[src/rtl/uart_dma_rdy_pkg.sv]
// Shared definitions for the UART DMA ready-signalling block.
// Assumes trigger codes are meaningful for FIFOs of at least 4 entries.
package uart_dma_rdy_pkg;

    // Position of the block-mode select bit in the FIFO control byte.
    localparam int unsigned DMA_SEL_BIT = 3;

    // Receive trigger codes.
    typedef enum logic [1:0] {
        TRIG_SINGLE  = 2'd0,
        TRIG_QUARTER = 2'd1,
        TRIG_HALF    = 2'd2,
        TRIG_TOP     = 2'd3
    } rx_trig_e;

    // Byte count selected by a trigger code for a FIFO of the given depth.
    function automatic int unsigned trig_bytes(input logic [1:0] code,
                                               input int unsigned depth);
        case (rx_trig_e'(code))
            TRIG_SINGLE:  trig_bytes = 1;
            TRIG_QUARTER: trig_bytes = depth / 4;
            TRIG_HALF:    trig_bytes = depth / 2;
            default:      trig_bytes = depth - 2;
        endcase
    endfunction

endpackage

[src/rtl/rx_trig_decode.sv]
// Converts the 2-bit receive trigger code into a byte threshold.
// Assumes DEPTH >= 4, so that every threshold is at least one byte.
module rx_trig_decode #(
    parameter int unsigned DEPTH = 16,
    parameter int unsigned CNT_W = $clog2(DEPTH + 1)
) (
    input  logic [1:0]       sel,
    output logic [CNT_W-1:0] level
);
    import uart_dma_rdy_pkg::*;

    // Pure decode from the code to a threshold.
    always_comb begin
        level = CNT_W'(trig_bytes(sel, DEPTH));
    end

endmodule

[src/rtl/rx_ready_ctrl.sv]
// Receive-ready register. In single-transfer mode it follows FIFO emptiness.
// In block mode it latches: it sets on the trigger level or a timeout and
// clears only when the FIFO is empty. On entry to block mode it is
// recomputed from the level alone.
// Assumes level >= 1, so that an empty FIFO never meets the trigger.
module rx_ready_ctrl #(
    parameter int unsigned CNT_W = 5
) (
    input  logic             clk,
    input  logic             rst_n,
    input  logic             blk_mode,
    input  logic [CNT_W-1:0] count,
    input  logic [CNT_W-1:0] level,
    input  logic             tmo,
    output logic             rdy_n
);
    logic mode_q;
    logic nxt_rdy_n;
    logic empty;
    logic at_trig;

    assign empty   = (count == '0);
    assign at_trig = (count >= level);

    // Select the next value of the ready register from the mode rules.
    always_comb begin
        if (!blk_mode) begin
            nxt_rdy_n = empty;
        end else if (!mode_q) begin
            nxt_rdy_n = !at_trig;
        end else if (empty) begin
            nxt_rdy_n = 1'b1;
        end else if (at_trig || tmo) begin
            nxt_rdy_n = 1'b0;
        end else begin
            nxt_rdy_n = rdy_n;
        end
    end

    // Hold the ready state and the previous mode.
    always_ff @(posedge clk) begin
        if (!rst_n) begin
            rdy_n  <= 1'b1;
            mode_q <= 1'b0;
        end else begin
            rdy_n  <= nxt_rdy_n;
            mode_q <= blk_mode;
        end
    end

endmodule

[src/rtl/tx_ready_gen.sv]
// Transmit-ready register. It shows "holds data" in single-transfer mode
// and "full" in block mode. Assumes count never exceeds DEPTH.
module tx_ready_gen #(
    parameter int unsigned DEPTH = 16,
    parameter int unsigned CNT_W = $clog2(DEPTH + 1)
) (
    input  logic             clk,
    input  logic             rst_n,
    input  logic             blk_mode,
    input  logic [CNT_W-1:0] count,
    output logic             rdy_n
);
    localparam logic [CNT_W-1:0] FULL_CNT = CNT_W'(DEPTH);

    // Register the compare chosen by the mode.
    always_ff @(posedge clk) begin
        if (!rst_n) begin
            rdy_n <= 1'b0;
        end else if (blk_mode) begin
            rdy_n <= (count == FULL_CNT);
        end else begin
            rdy_n <= (count != '0);
        end
    end

endmodule

[src/rtl/uart_dma_ready.sv]
// Top of the UART DMA ready-signalling block. It decodes the mode bit and
// the trigger code and drives both registered active-low ready outputs.
// Assumes the counts come from FIFOs synchronous to clk.
module uart_dma_ready #(
    parameter int unsigned RX_DEPTH = 16,
    parameter int unsigned TX_DEPTH = 16,
    localparam int unsigned RX_CW  = $clog2(RX_DEPTH + 1),
    localparam int unsigned TX_CW  = $clog2(TX_DEPTH + 1)
) (
    input  logic             clk,
    input  logic             rst_n,
    input  logic [7:0]       fifo_ctl,
    input  logic [1:0]       rx_trig,
    input  logic [RX_CW-1:0] rx_count,
    input  logic             rx_tmo,
    input  logic [TX_CW-1:0] tx_count,
    output logic             rx_rdy_n,
    output logic             tx_rdy_n
);
    import uart_dma_rdy_pkg::*;

    logic             blk_mode;
    logic [RX_CW-1:0] rx_level;
    logic             unused_ctl;

    // Extract the block-mode select; the rest of the byte is ignored.
    assign blk_mode   = fifo_ctl[DMA_SEL_BIT];
    assign unused_ctl = ^{fifo_ctl[7:DMA_SEL_BIT+1], fifo_ctl[DMA_SEL_BIT-1:0]};

    rx_trig_decode #(.DEPTH(RX_DEPTH), .CNT_W(RX_CW)) trig_i (
        .sel   (rx_trig),
        .level (rx_level)
    );

    rx_ready_ctrl #(.CNT_W(RX_CW)) rx_i (
        .clk      (clk),
        .rst_n    (rst_n),
        .blk_mode (blk_mode),
        .count    (rx_count),
        .level    (rx_level),
        .tmo      (rx_tmo),
        .rdy_n    (rx_rdy_n)
    );

    tx_ready_gen #(.DEPTH(TX_DEPTH), .CNT_W(TX_CW)) tx_i (
        .clk      (clk),
        .rst_n    (rst_n),
        .blk_mode (blk_mode),
        .count    (tx_count),
        .rdy_n    (tx_rdy_n)
    );

endmodule

[config.mk]
export PLATFORM = sky130hd
export DESIGN_NAME = uart_dma_ready
export DESIGN_NICKNAME = d
export VERILOG_FILES = /design/src/rtl/uart_dma_rdy_pkg.sv /design/src/rtl/rx_trig_decode.sv /design/src/rtl/rx_ready_ctrl.sv /design/src/rtl/tx_ready_gen.sv /design/src/rtl/uart_dma_ready.sv
export SDC_FILE = /design/constraint.sdc
export NUM_CORES = 1
export LEC_CHECK = 0
export ABC_AREA = 0
export BUFFER_PORTS_ARGS = -buffer_cell sky130_fd_sc_hd__buf_2
export CAP_MARGIN = 15
export CORE_AREA = 5 5 42 44
export CTS_BUF_LIST = sky130_fd_sc_hd__clkbuf_8
export DETAILED_ROUTE_END_ITERATION = 10
export DIE_AREA = 0 0 47 49
export GPL_TIMING_DRIVEN = 0
export PLACE_DENSITY = 0.62
export SYNTH_ARGS = -nofsm -noshare
export SYNTH_HDL_FRONTEND = slang
export SYNTH_HIERARCHICAL = 1
export SYNTH_SLANG_ARGS = --single-unit
export TNS_END_PERCENT = 50
[constraint.sdc]
create_clock -name clk -period 0.8 [get_ports clk]
set_input_delay 0.08 -clock clk [delete_from_list [all_inputs] [get_ports clk]]
set_output_delay 0.08 -clock clk [all_outputs]
set_load 0.02 [all_outputs]
Word level (Yosys, flattened, before mapping):

Index checks and enable logic that the tools add are counted.
W data, S select, Z words.

* bitwise gates (word level): 0
* add/subtract/negate cells: 0
* equality and inequality tests: 4
* div/mod/pow operators: 0
* mux-type cells: 6
* multiply operators: 0
* reduce and logical (&&, ||, !) cells: 5
* magnitude comparators: 1
* shift operators: 0

Operator list (count)
* $pmux W4 S3: 1
* $eq A5 B5 Y1 const B: 1
* $ge A5 B4 Y1: 1
* $logic_not A5 Y1: 1
* $mux W1: 5
* $reduce_bool A5 Y1: 1
* $ne A4 B4 Y1 const B: 1
* $eq A2 B1 Y1 const B: 1
* $eq A2 B2 Y1 const B: 1
* $logic_not A2 Y1: 1
* $logic_not A1 Y1: 1
* $logic_or A1 B1 Y1: 1

* memory bits (read-only): 0
* bits in latches: 0
* memories kept: 0
* bits in writable memories: 0
* logic and storage cells: 19
* register bits: 3

Logic depth before layout (Yosys ltp):

Gate-level depths: netlist of run 1.

* word-level depth: 8
* depth in mapped cells: 6
* mapped depth without buffers: 6

By module:

Netlist of run 1, hierarchy kept.

Modules (own cells, without submodules)
* rx_ready_ctrl: cells an instance 27, seq. area each 40.0 µm², times used 1, area each 214.0 µm²
* tx_ready_gen: cells an instance 5, seq. area each 20.0 µm², times used 1, area each 61.3 µm²
* rx_trig_decode: cells an instance 6, seq. area each 0.0 µm², times used 1, area each 28.8 µm²

Worst setup path after synthesis of run 1:

Ideal clock, no wire load.

* kind: input to register
* start: in rx_trig[0]
* end: reg rx_i.rdy_n
* stages on the path: 6
* library setup time: 0.073 ns
* path buffers: 1
* setup slack: -0.103 ns
* required time: 0.727 ns
* data arrival time: 0.830 ns
* cell sequence: clkbuf_1 inv_1 ha_1 a21oi_1 a21oi_2 o211ai_2

* longest elaborated chain between the ends: 6

Ends and longest elaborated chain
* start: declaration: RTL line uart_dma_ready.sv:13 `input logic [1:0] rx_trig,`
* $eq A2 B2 Y1, or another cell as far along: RTL line uart_dma_rdy_pkg.sv:19 `case (rx_trig_e'(code))`
* $pmux W4 S3 *: RTL line uart_dma_rdy_pkg.sv:19
* $ge A5 B4 Y1 *: RTL line rx_ready_ctrl.sv:23 `assign at_trig = (count >= level);`
* $logic_not A1 Y1: RTL line rx_ready_ctrl.sv:30 `nxt_rdy_n = !at_trig;`
* $mux W1: RTL line rx_ready_ctrl.sv:29 `end else if (!mode_q) begin`
* $mux W1: RTL line rx_ready_ctrl.sv:27 `if (!blk_mode) begin`
* end signal: assignment: RTL line rx_ready_ctrl.sv:46 `rdy_n <= nxt_rdy_n;`
* end: declaration: RTL line rx_ready_ctrl.sv:15 `output logic rdy_n`

Mark *: on every way between the ends. The rest lies on a longest branch, timed or not.
A chain may end at the register's enable or synchronous reset.

Final worst setup path of run 1:

* start: in rx_count[0]
* end: reg rx_i.rdy_n

* longest elaborated chain between the ends: 4

Ends and longest elaborated chain
* start: declaration: RTL line uart_dma_ready.sv:14 `input logic [RX_CW-1:0] rx_count,`
* $ge A5 B4 Y1 / $logic_not A5 Y1 (equally long branches): RTL line rx_ready_ctrl.sv:23, rx_ready_ctrl.sv:22
* $logic_not A1 Y1 / $mux W1 (equally long branches): RTL line rx_ready_ctrl.sv:30, rx_ready_ctrl.sv:31
* $mux W1: RTL line rx_ready_ctrl.sv:29
* $mux W1: RTL line rx_ready_ctrl.sv:27

Several ways; a longest one is shown, not always the timed one.

==> results of run 1 <==
[metrics by stage]
step           util (%)  hold WS, ns  instances
6_report          36.16      0.08171         75
5_1_grt           36.16      0.08362         75
4_1_cts           36.16      0.07768         75
3_5_place_dp      31.52       0.3048         71
3_3_place_gp      31.52       0.3001         71
2_1_floorplan         -       0.1555         38
[flip-flops by register name, summed over array words and instances (netlist names)]
signal       count
rx_i/mode_q      1
rx_i/rdy_n       1
tx_i/rdy_n       1
[cell families (layout without fill, tap and decap cells)]
group           count (synthesis)  after routing  share of synthesized area (%)
buf+inv                        10             31                          13.58
fa+ha+maj                       5              5                          20.58
compound gates                  5              5                          11.93
mux                             1              1                          3.292
flops                           3              3                          19.75
simple gates                   13             13                          29.63
other cells                     1              1                          1.233
[power by group through the flow]
stage	registers (mW)	logic [mW]	clock network, mW
floorplan	0.178	0.0944	0
global placement	0.168	0.175	0
detailed placement	0.168	0.179	0
CTS	0.166	0.192	0.446
global route	0.168	0.215	0.466
finish	0.166	0.189	0.427
[what timing repair did]
action                                  4_1_cts  5_1_grt
resized for setup                             3        0
pin swaps                                     5        1
cloned                                        0        0
buffers inserted                              0        0
endpoints found under the setup margin        1        1
[cell type report]
class | instances | share of cell area [%]
inverters | 7 | 5.185
flip-flops and latches | 3 | 12.10
plain buffers | 3 | 2.963
clock inverters | 1 | 0.7407
multi-input cells | 25 | 47.65
repair buffers | 17 | 19.26
well taps | 16 | 3.951
clock buffers | 3 | 8.148
[layout by cell type (no fill, tap or decap), drive strengths merged]
master  synthesis  layout
a21oi           3       3
and2            2       2
buf             1      18
clkbuf          2       5
conb            1       1
dfxtp           3       3
ha              5       5
inv             7       8
mux2i           1       1
nand2           4       4
nand2b          2       2
nand3           1       1
nand4b          1       1
nor2            1       1
nor4            2       2
o211ai          1       1
o21ai           1       1
[per-layer routing]
metal  track usage (%)  routed length [µm]  vias to the layer above  share of wire [%]
met5                 0                   0                        -                  0
met4             9.677                   0                        0                  0
met1             7.675                 248                      130                 35
met3             2.583                  62                        0                8.6
li1                  -                   -                      162                  -
met2             12.22                 407                       10                 57
[path summary, 6_finish.rpt]
kind | from | endpoint | slack (ns) | cells past startpoint
setup / recovery | rx_count[0] | rx_i/rdy_n$_SDFFE_PN1P_ | 0.01 | 7
hold / removal | rst_n | rx_i/rdy_n$_SDFFE_PN1P_ | 0.08 | 2
setup reg to reg | rx_i/rdy_n$_SDFFE_PN1P_ | rx_i/rdy_n$_SDFFE_PN1P_ | 0.01 | 4
hold reg to reg | rx_i/mode_q$_SDFF_PN0_ | rx_i/rdy_n$_SDFFE_PN1P_ | 0.59 | 4
==> results, run 1 <==
- The global placer's final weighted congestion is 0.7106.
- Before antenna repair, the detailed router went through 4 iterations.
- The final critical path takes up 98.78% of the cycle.
- The minimum clock period is 0.7902 ns.
- The analysis attributes to cell leakage a power of 0.2471 nW.
- The number of port buffers is 17.
- The kind of cell with the highest combined delay on the critical path is adder cells.
- STA classifies the critical path endpoint as a register.
- The sum of negative setup slack is 0 ns.
- Synthesis produced 38 cells.
- For this run, design rule violations remaining after detail routing come to 0.
- The hold buffer count at cts is 0.
- The ratio of total power to cell area is 1542 nW/µm².
- The floorplan has 14 rows.
- The switching power is 0.1918 mW.
- In this run the standard cell core region covers 1401 µm².
- The flip-flop cell with the highest count after synthesis is sky130_fd_sc_hd__dfxtp_1.
- The die is 49 µm tall.
- The number of H-tree branching levels is 1.
- The count of buffering cells on the critical path with inverters included is 2.
- The synthesized netlist occupies a cell area of 304.0 µm².
- The share of total power dissipated in the clock network is 54.6%.
- The setup skew after layout is 0.002007 ns.
- Dividing the detail-routed wire length by the instance count gives 9.573 µm.
- The die covers 2303 µm².
- The count of final setup violators is 0.
- The post-synthesis sequential area ratio is 19.75%.
- The detail route stage leaves a number of antenna-violating nets equal to 0.
- The worst-skew pair later-pin latency is 0.22 ns.
- CTS placed an instance of sky130_fd_sc_hd__clkbuf_8 at the clock tree root.
- The via count of the first global-routing pass is 334.
- The reported max-cap violation count is 0.
- The arrival time at the worst endpoint is 0.88 ns.
- The number of enable-type register cells in the synthesized netlist is 0.
- The die extent in x is 47 µm.
- The part of the total power dissipated in sequential elements is 21.2%.
- The all-layer global routing usage is 8.234%.
- The number of hold violations in the final report is 0.
- In this run, the number of DRC markers left after iteration 0 of detailed routing was 3.
- The signal on the critical path passes through buf_2, inv_1, ha_1, nand2b_4, nand3_2, a21oi_2, o211ai_2.
- Fill cells in the final layout number 162.
- The total of flip-flops plus latches after synthesis is 3.
- The final-stage net count is 88.
- The async set-or-reset flop fraction in the synthesized netlist is 0%.
- The required time reported for the critical path endpoint is 0.89 ns.
- The number of placed I/O pins is 25.
- The post-route netlist has 54.24% of its cells at a drive strength greater than 1.
- For this run, the number of Yosys warnings is 6.
- The area share of the leading cell type in the synthesized netlist is 20.58%.
- The total non-filler cell area in the finished layout is 506.7 µm².
- Setup repair after global routing could not meet its margin everywhere.
- The initial cell density of the core is 21.70%.
- By area the synthesized netlist is led by sky130_fd_sc_hd__ha_1 21%, sky130_fd_sc_hd__dfxtp_1 20%, sky130_fd_sc_hd__inv_1 8.6%.
- The netlist uses 19 different library cells.
- The worst IR drop on VDD is 355.1 µV.
- The first global-routing pass estimated 1283 µm of wire.
- The detailed router placed 302 vias in this run.
- The antenna diode count is 0.
- The worst setup path is launched from an input port.
- Of all cell types, the one taking the most synthesized area is sky130_fd_sc_hd__ha_1.
- The via density per instance is 4.027.
- The total overflow reported by the global router is 0.
- Along the worst path, the maximum fanout reaches 2.
- The largest individual stage delay along the critical path comes from the cell sky130_fd_sc_hd__ha_1.
- The worst hold path belongs to the class in -> reg.
- Ranked by instance count, the synthesized netlist is headed by 7 x sky130_fd_sc_hd__inv_1, 5 x sky130_fd_sc_hd__ha_1, 4 x sky130_fd_sc_hd__nand2_1.
- Setup slack on the critical path of the routed design comes to 0.009773 ns.
- The cell area reported after detailed placement is 441.7 µm².
- The dominant cell by count in the synthesized netlist is sky130_fd_sc_hd__inv_1.
- Summing internal, switching and leakage power gives 0.7815 mW.
- The kind of critical path is in -> reg.
- OpenSTA, run right after detailed placement, puts the worst setup slack at -0.2349 ns.
- The flow ran to the end, and the final reports show no timing, DRC or antenna violations.
- The maximum achievable frequency is 1265 MHz.
- The average instance area after synthesis is 8.001 µm².
- The net count after synthesis is 66.
- The tree built by TritonCTS fans out to 3 sinks.
- The maximum buffer depth of the clock tree is 2.
- The initial antenna violation count is 0.
- The footprint of the multi-input gates is 241.5 µm².
- Wires add up to 718 µm.
- Registers take 61.31 µm².
- The pin count of the biggest net entering global routing is 5.
- The maximum single-stage delay on the critical path is 0.26 ns.
- From synthesis to final layout, the design area changed by 66.67%.
- The number of clock buffers added by TritonCTS is 3.
- The clock tree from TritonCTS is yes.
- Of the total power, the share spent switching nets is 24.54%.
- The clock-pin slew on the worst setup and hold paths is 0.03 ns.
- The count of final max-slew check failures was 0.
- The logic gate share of total power is 24.1%.
- The internal power is 0.5897 mW.
Power figures use the tool's default switching activity.
==> run 2, diff against run 1 <==
--- a/config.mk
+++ b/config.mk
@@ -12,7 +12,6 @@
 export CTS_BUF_LIST = sky130_fd_sc_hd__clkbuf_8
 export DETAILED_ROUTE_END_ITERATION = 10
 export DIE_AREA = 0 0 47 49
-export GPL_TIMING_DRIVEN = 0
 export PLACE_DENSITY = 0.62
 export SYNTH_ARGS = -nofsm -noshare
 export SYNTH_HDL_FRONTEND = slang
==> run 2 against run 1 <==
The flow now finishes with violations (negative setup slack). Die area unchanged. Final area up 5.2%. Final cell count up 2.7%. Clock power down 0.9%. Combinational power up 9%. Worst setup slack worse by 0.017 ns. Clock skew down 0.0020 ns. Non-clock buffer count up 2. Global-route usage down 0.28 points. Maximum frequency down 2.2%. Highest routed layer is now met4.
==> results, run 2 (synthesis gave the netlist of run 1 again) <==
- The via count of the first global-routing pass is 364.
- For the worst-skew pair, the clock arrives at the later sink with an insertion delay of 0.21 ns.
- IR analysis of the VDD net gives a maximum drop of 547.2 µV.
- The clock tree root driver cell is sky130_fd_sc_hd__clkbuf_8.
- Data on the critical path arrives at its endpoint at 0.94 ns.
- For this run, the top clock speed supported by timing is 1238 MHz.
- In this run the worst path has a maximum fanout of 2.
- The clock drives 3 sinks.
- The switching power is 0.1946 mW.
- The net switching share of the total power is 24.43%.
- The largest registers in the layout are rx_i/mode_q: 1 flops, rx_i/rdy_n: 1 flops, tx_i/rdy_n: 1 flops.
- The path depth of the worst reg2reg path is 4.
- The flow ran to the end, but the final reports show violations.
- The ratio of total power to cell area is 1495 nW/µm².
- Buffers added to address setup during post-CTS repair amount to 0.
- The initial antenna violation count is 0.
- For this block, the routed nets add up to 762 µm of wire.
- Input and output buffers added on the ports amount to 17.
- The global placer's final weighted congestion is 0.6568.
- The estimated wirelength of the detail-placed design is 635.7 µm.
- The checks that failed: negative setup slack.
- CTS built an H-tree with a depth of 1.
- The placed instances occupy a cell area of 464.2 µm².
- The origin of the worst setup path is rx_i/rdy_n$_SDFFE_PN1P_.
- The number of cell rows is 14.
- The die is 49 µm tall.
- The met3 wire length is 66 µm.
- The total overflow left after global routing is 0.
- The path class of the lowest-slack min-delay path is in -> reg.
- Using the TritonRoute via totals, the vias-per-cell ratio works out to 4.117.
- The finished cells cover 533.0 µm².
- The terminus of the critical flop-to-flop path is rx_i/rdy_n$_SDFFE_PN1P_.
- The logic gate share of total power is 25.8%.
- For this run, design rule violations remaining after detail routing come to 0.
- The library cells used most frequently in the layout, excluding fill and tap cells, are 15 x sky130_fd_sc_hd__buf_2, 6 x sky130_fd_sc_hd__inv_1, 5 x sky130_fd_sc_hd__buf_4, 4 x sky130_fd_sc_hd__nand2_1.
- Summed over all cells, the static leakage comes to 0.2621 nW.
- The floorplan step defined a core boundary enclosing 1401 µm².
- In the detailed route, the total length drawn on met2 is 443 µm.
- In the global route stage, overall resource usage came out at 7.958%.
- The clock buffer count from CTS is 3.
- The element type at the critical path start is a register.
- Setup repair after global routing could not meet its margin everywhere.
- The post-route total power is 0.7967 mW.
- In the finished design, the share of the clock period the worst path needs comes to 101.0%.
- The critical path in this run is classified as reg -> reg.
- The antenna diode count is 0.
- Summed over all failing endpoints, the final setup total negative slack is -0.007703 ns.
- The tool flagged a number of max-cap violations equal to 0.
- The maximum buffer depth of the clock tree is 2.
- After clock tree synthesis, the clock-pin slew on the worst setup and hold paths is 0.03 ns.
- The number of hold violations in the final report is 0.
- Counting the fill cells in the layout gives 162.
- In the final routing, the length of wire on met1 measures 225 µm.
- The routed layout has 317 vias.
- The part of the total power dissipated in sequential elements is 21.0%.
- The antenna violation net count after detailed routing is 0.
- The count of final setup violators is 1.
- The most critical setup path has its endpoint at rx_i/rdy_n$_SDFFE_PN1P_.
- The final-stage net count is 90.
- Once routing completed, OpenROAD measured the worst setup slack at -0.007703 ns.
- The floorplan step defined a die boundary enclosing 2303 µm².
- The detailed router's first-iteration violation count is 2.
- The internal power of the cells totals 0.6021 mW.
- The startpoint identified for the worst register-to-register timing path is rx_i/rdy_n$_SDFFE_PN1P_.
- The share of cells above drive strength 1 is 62.30%.
- Relative to the synthesized area, the layout overhead comes to 75.31%.
- After detailed routing, no signal wire sits above met4.
- The commonest non-fill, non-tap cell in the layout is sky130_fd_sc_hd__buf_2.
- The clock arrives with 0.00002538 ns of skew.
- The part of the power in the clock network is 53.1%.
- The count of final max-slew check failures is 0.
- The clock tree from TritonCTS is yes.
- From left edge to right edge, the die measures 47 µm.
- The initial utilization of the core area, before any placement, comes to 21.70%.
- The minimum clock period is 0.8077 ns.
- Entering global routing, the biggest net connects 5 pins.
- The reg2reg setup slack is -0.008 ns.
- The worst setup path is captured at a register.
- At the end of the flow the core is filled with cells to 38.04%.
- 25 I/O pins were placed.
- The number of hold buffers added after CTS was 0.
- The required time reported for the critical path endpoint is 0.94 ns.
- The routed wirelength normalized by instance count is 9.896 µm.
- The global-route wire length before repair is 1235 µm.
- The number of search-and-repair iterations in the first detailed-routing pass is 2.
[run 2: cell types whose count changed in the layout (fill, tap and decap cells not counted), sizes merged]
| cell | previous run | this run |
|---|---|---|
| buf | 18 | 22 |
| clkbuf | 5 | 3 |
[run 2: routing by layer]
| metal | up-vias | GRT usage (%) |
|---|---|---|
| met5 | - | 0 |
| met4 | 0 | 9.677 |
| met3 | 2 | 1.845 |
| met2 | 10 | 14.03 |
| met1 | 139 | 5.495 |
| li1 | 166 | - |
[run 2: how the worst min path moves through the flow]
stage	startpoint	end	depth (start not counted)
2_1_floorplan	rst_n	rx_i/rdy_n$_SDFFE_PN1P_	1
4_1_cts	rst_n	rx_i/rdy_n$_SDFFE_PN1P_	2
5_1_grt	rst_n	rx_i/rdy_n$_SDFFE_PN1P_	2
3_5_place_dp	rst_n	rx_i/rdy_n$_SDFFE_PN1P_	2
3_3_place_gp	rst_n	rx_i/rdy_n$_SDFFE_PN1P_	2
6_report	rst_n	rx_i/rdy_n$_SDFFE_PN1P_	2
[run 2: through the flow]
stage,hold WS [ns],std cells,setup slack (ns)
3_3_place_gp,0.3000,73,-0.2029
6_report,0.08712,77,-0.007703
5_1_grt,0.09304,77,-0.05652
4_1_cts,0.08464,77,-0.007143
2_1_floorplan,0.1555,38,-0.06355
3_5_place_dp,0.3052,73,-0.2294
[run 2: worst max-delay path: stages, from the launching register on]
cell and delay (ns):
sky130_fd_sc_hd__dfxtp_2 0.32, sky130_fd_sc_hd__inv_2 0.03, sky130_fd_sc_hd__o21ai_2 0.10, sky130_fd_sc_hd__nand4b_1 0.11, sky130_fd_sc_hd__o211ai_2 0.16
[run 2: final cells by class]
cell class	count	area, µm²	share of cell area, %
timing repair buffer	22	135.1	25.35
clock buffer	3	41.29	7.746
tap	16	20.02	3.756
clock inverter	1	3.754	0.7042
multi-input combinational	25	245.2	46.01
sequential	3	61.31	11.50
inverter	7	26.28	4.930
[run 2: timing repair]
action                     4_1_cts  5_1_grt
pin swaps                        4        5
setup endpoints to repair        1        1
resized for setup                3        2
[run 2: power by group through the flow]
stage	clock [mW]	combinational, mW	sequential [mW]
final	0.423	0.206	0.168
after global routing	0.449	0.228	0.169
after floorplan	0	0.0944	0.178
after global placement	0	0.187	0.168
after CTS	0.434	0.201	0.168
after detailed placement	0	0.192	0.169
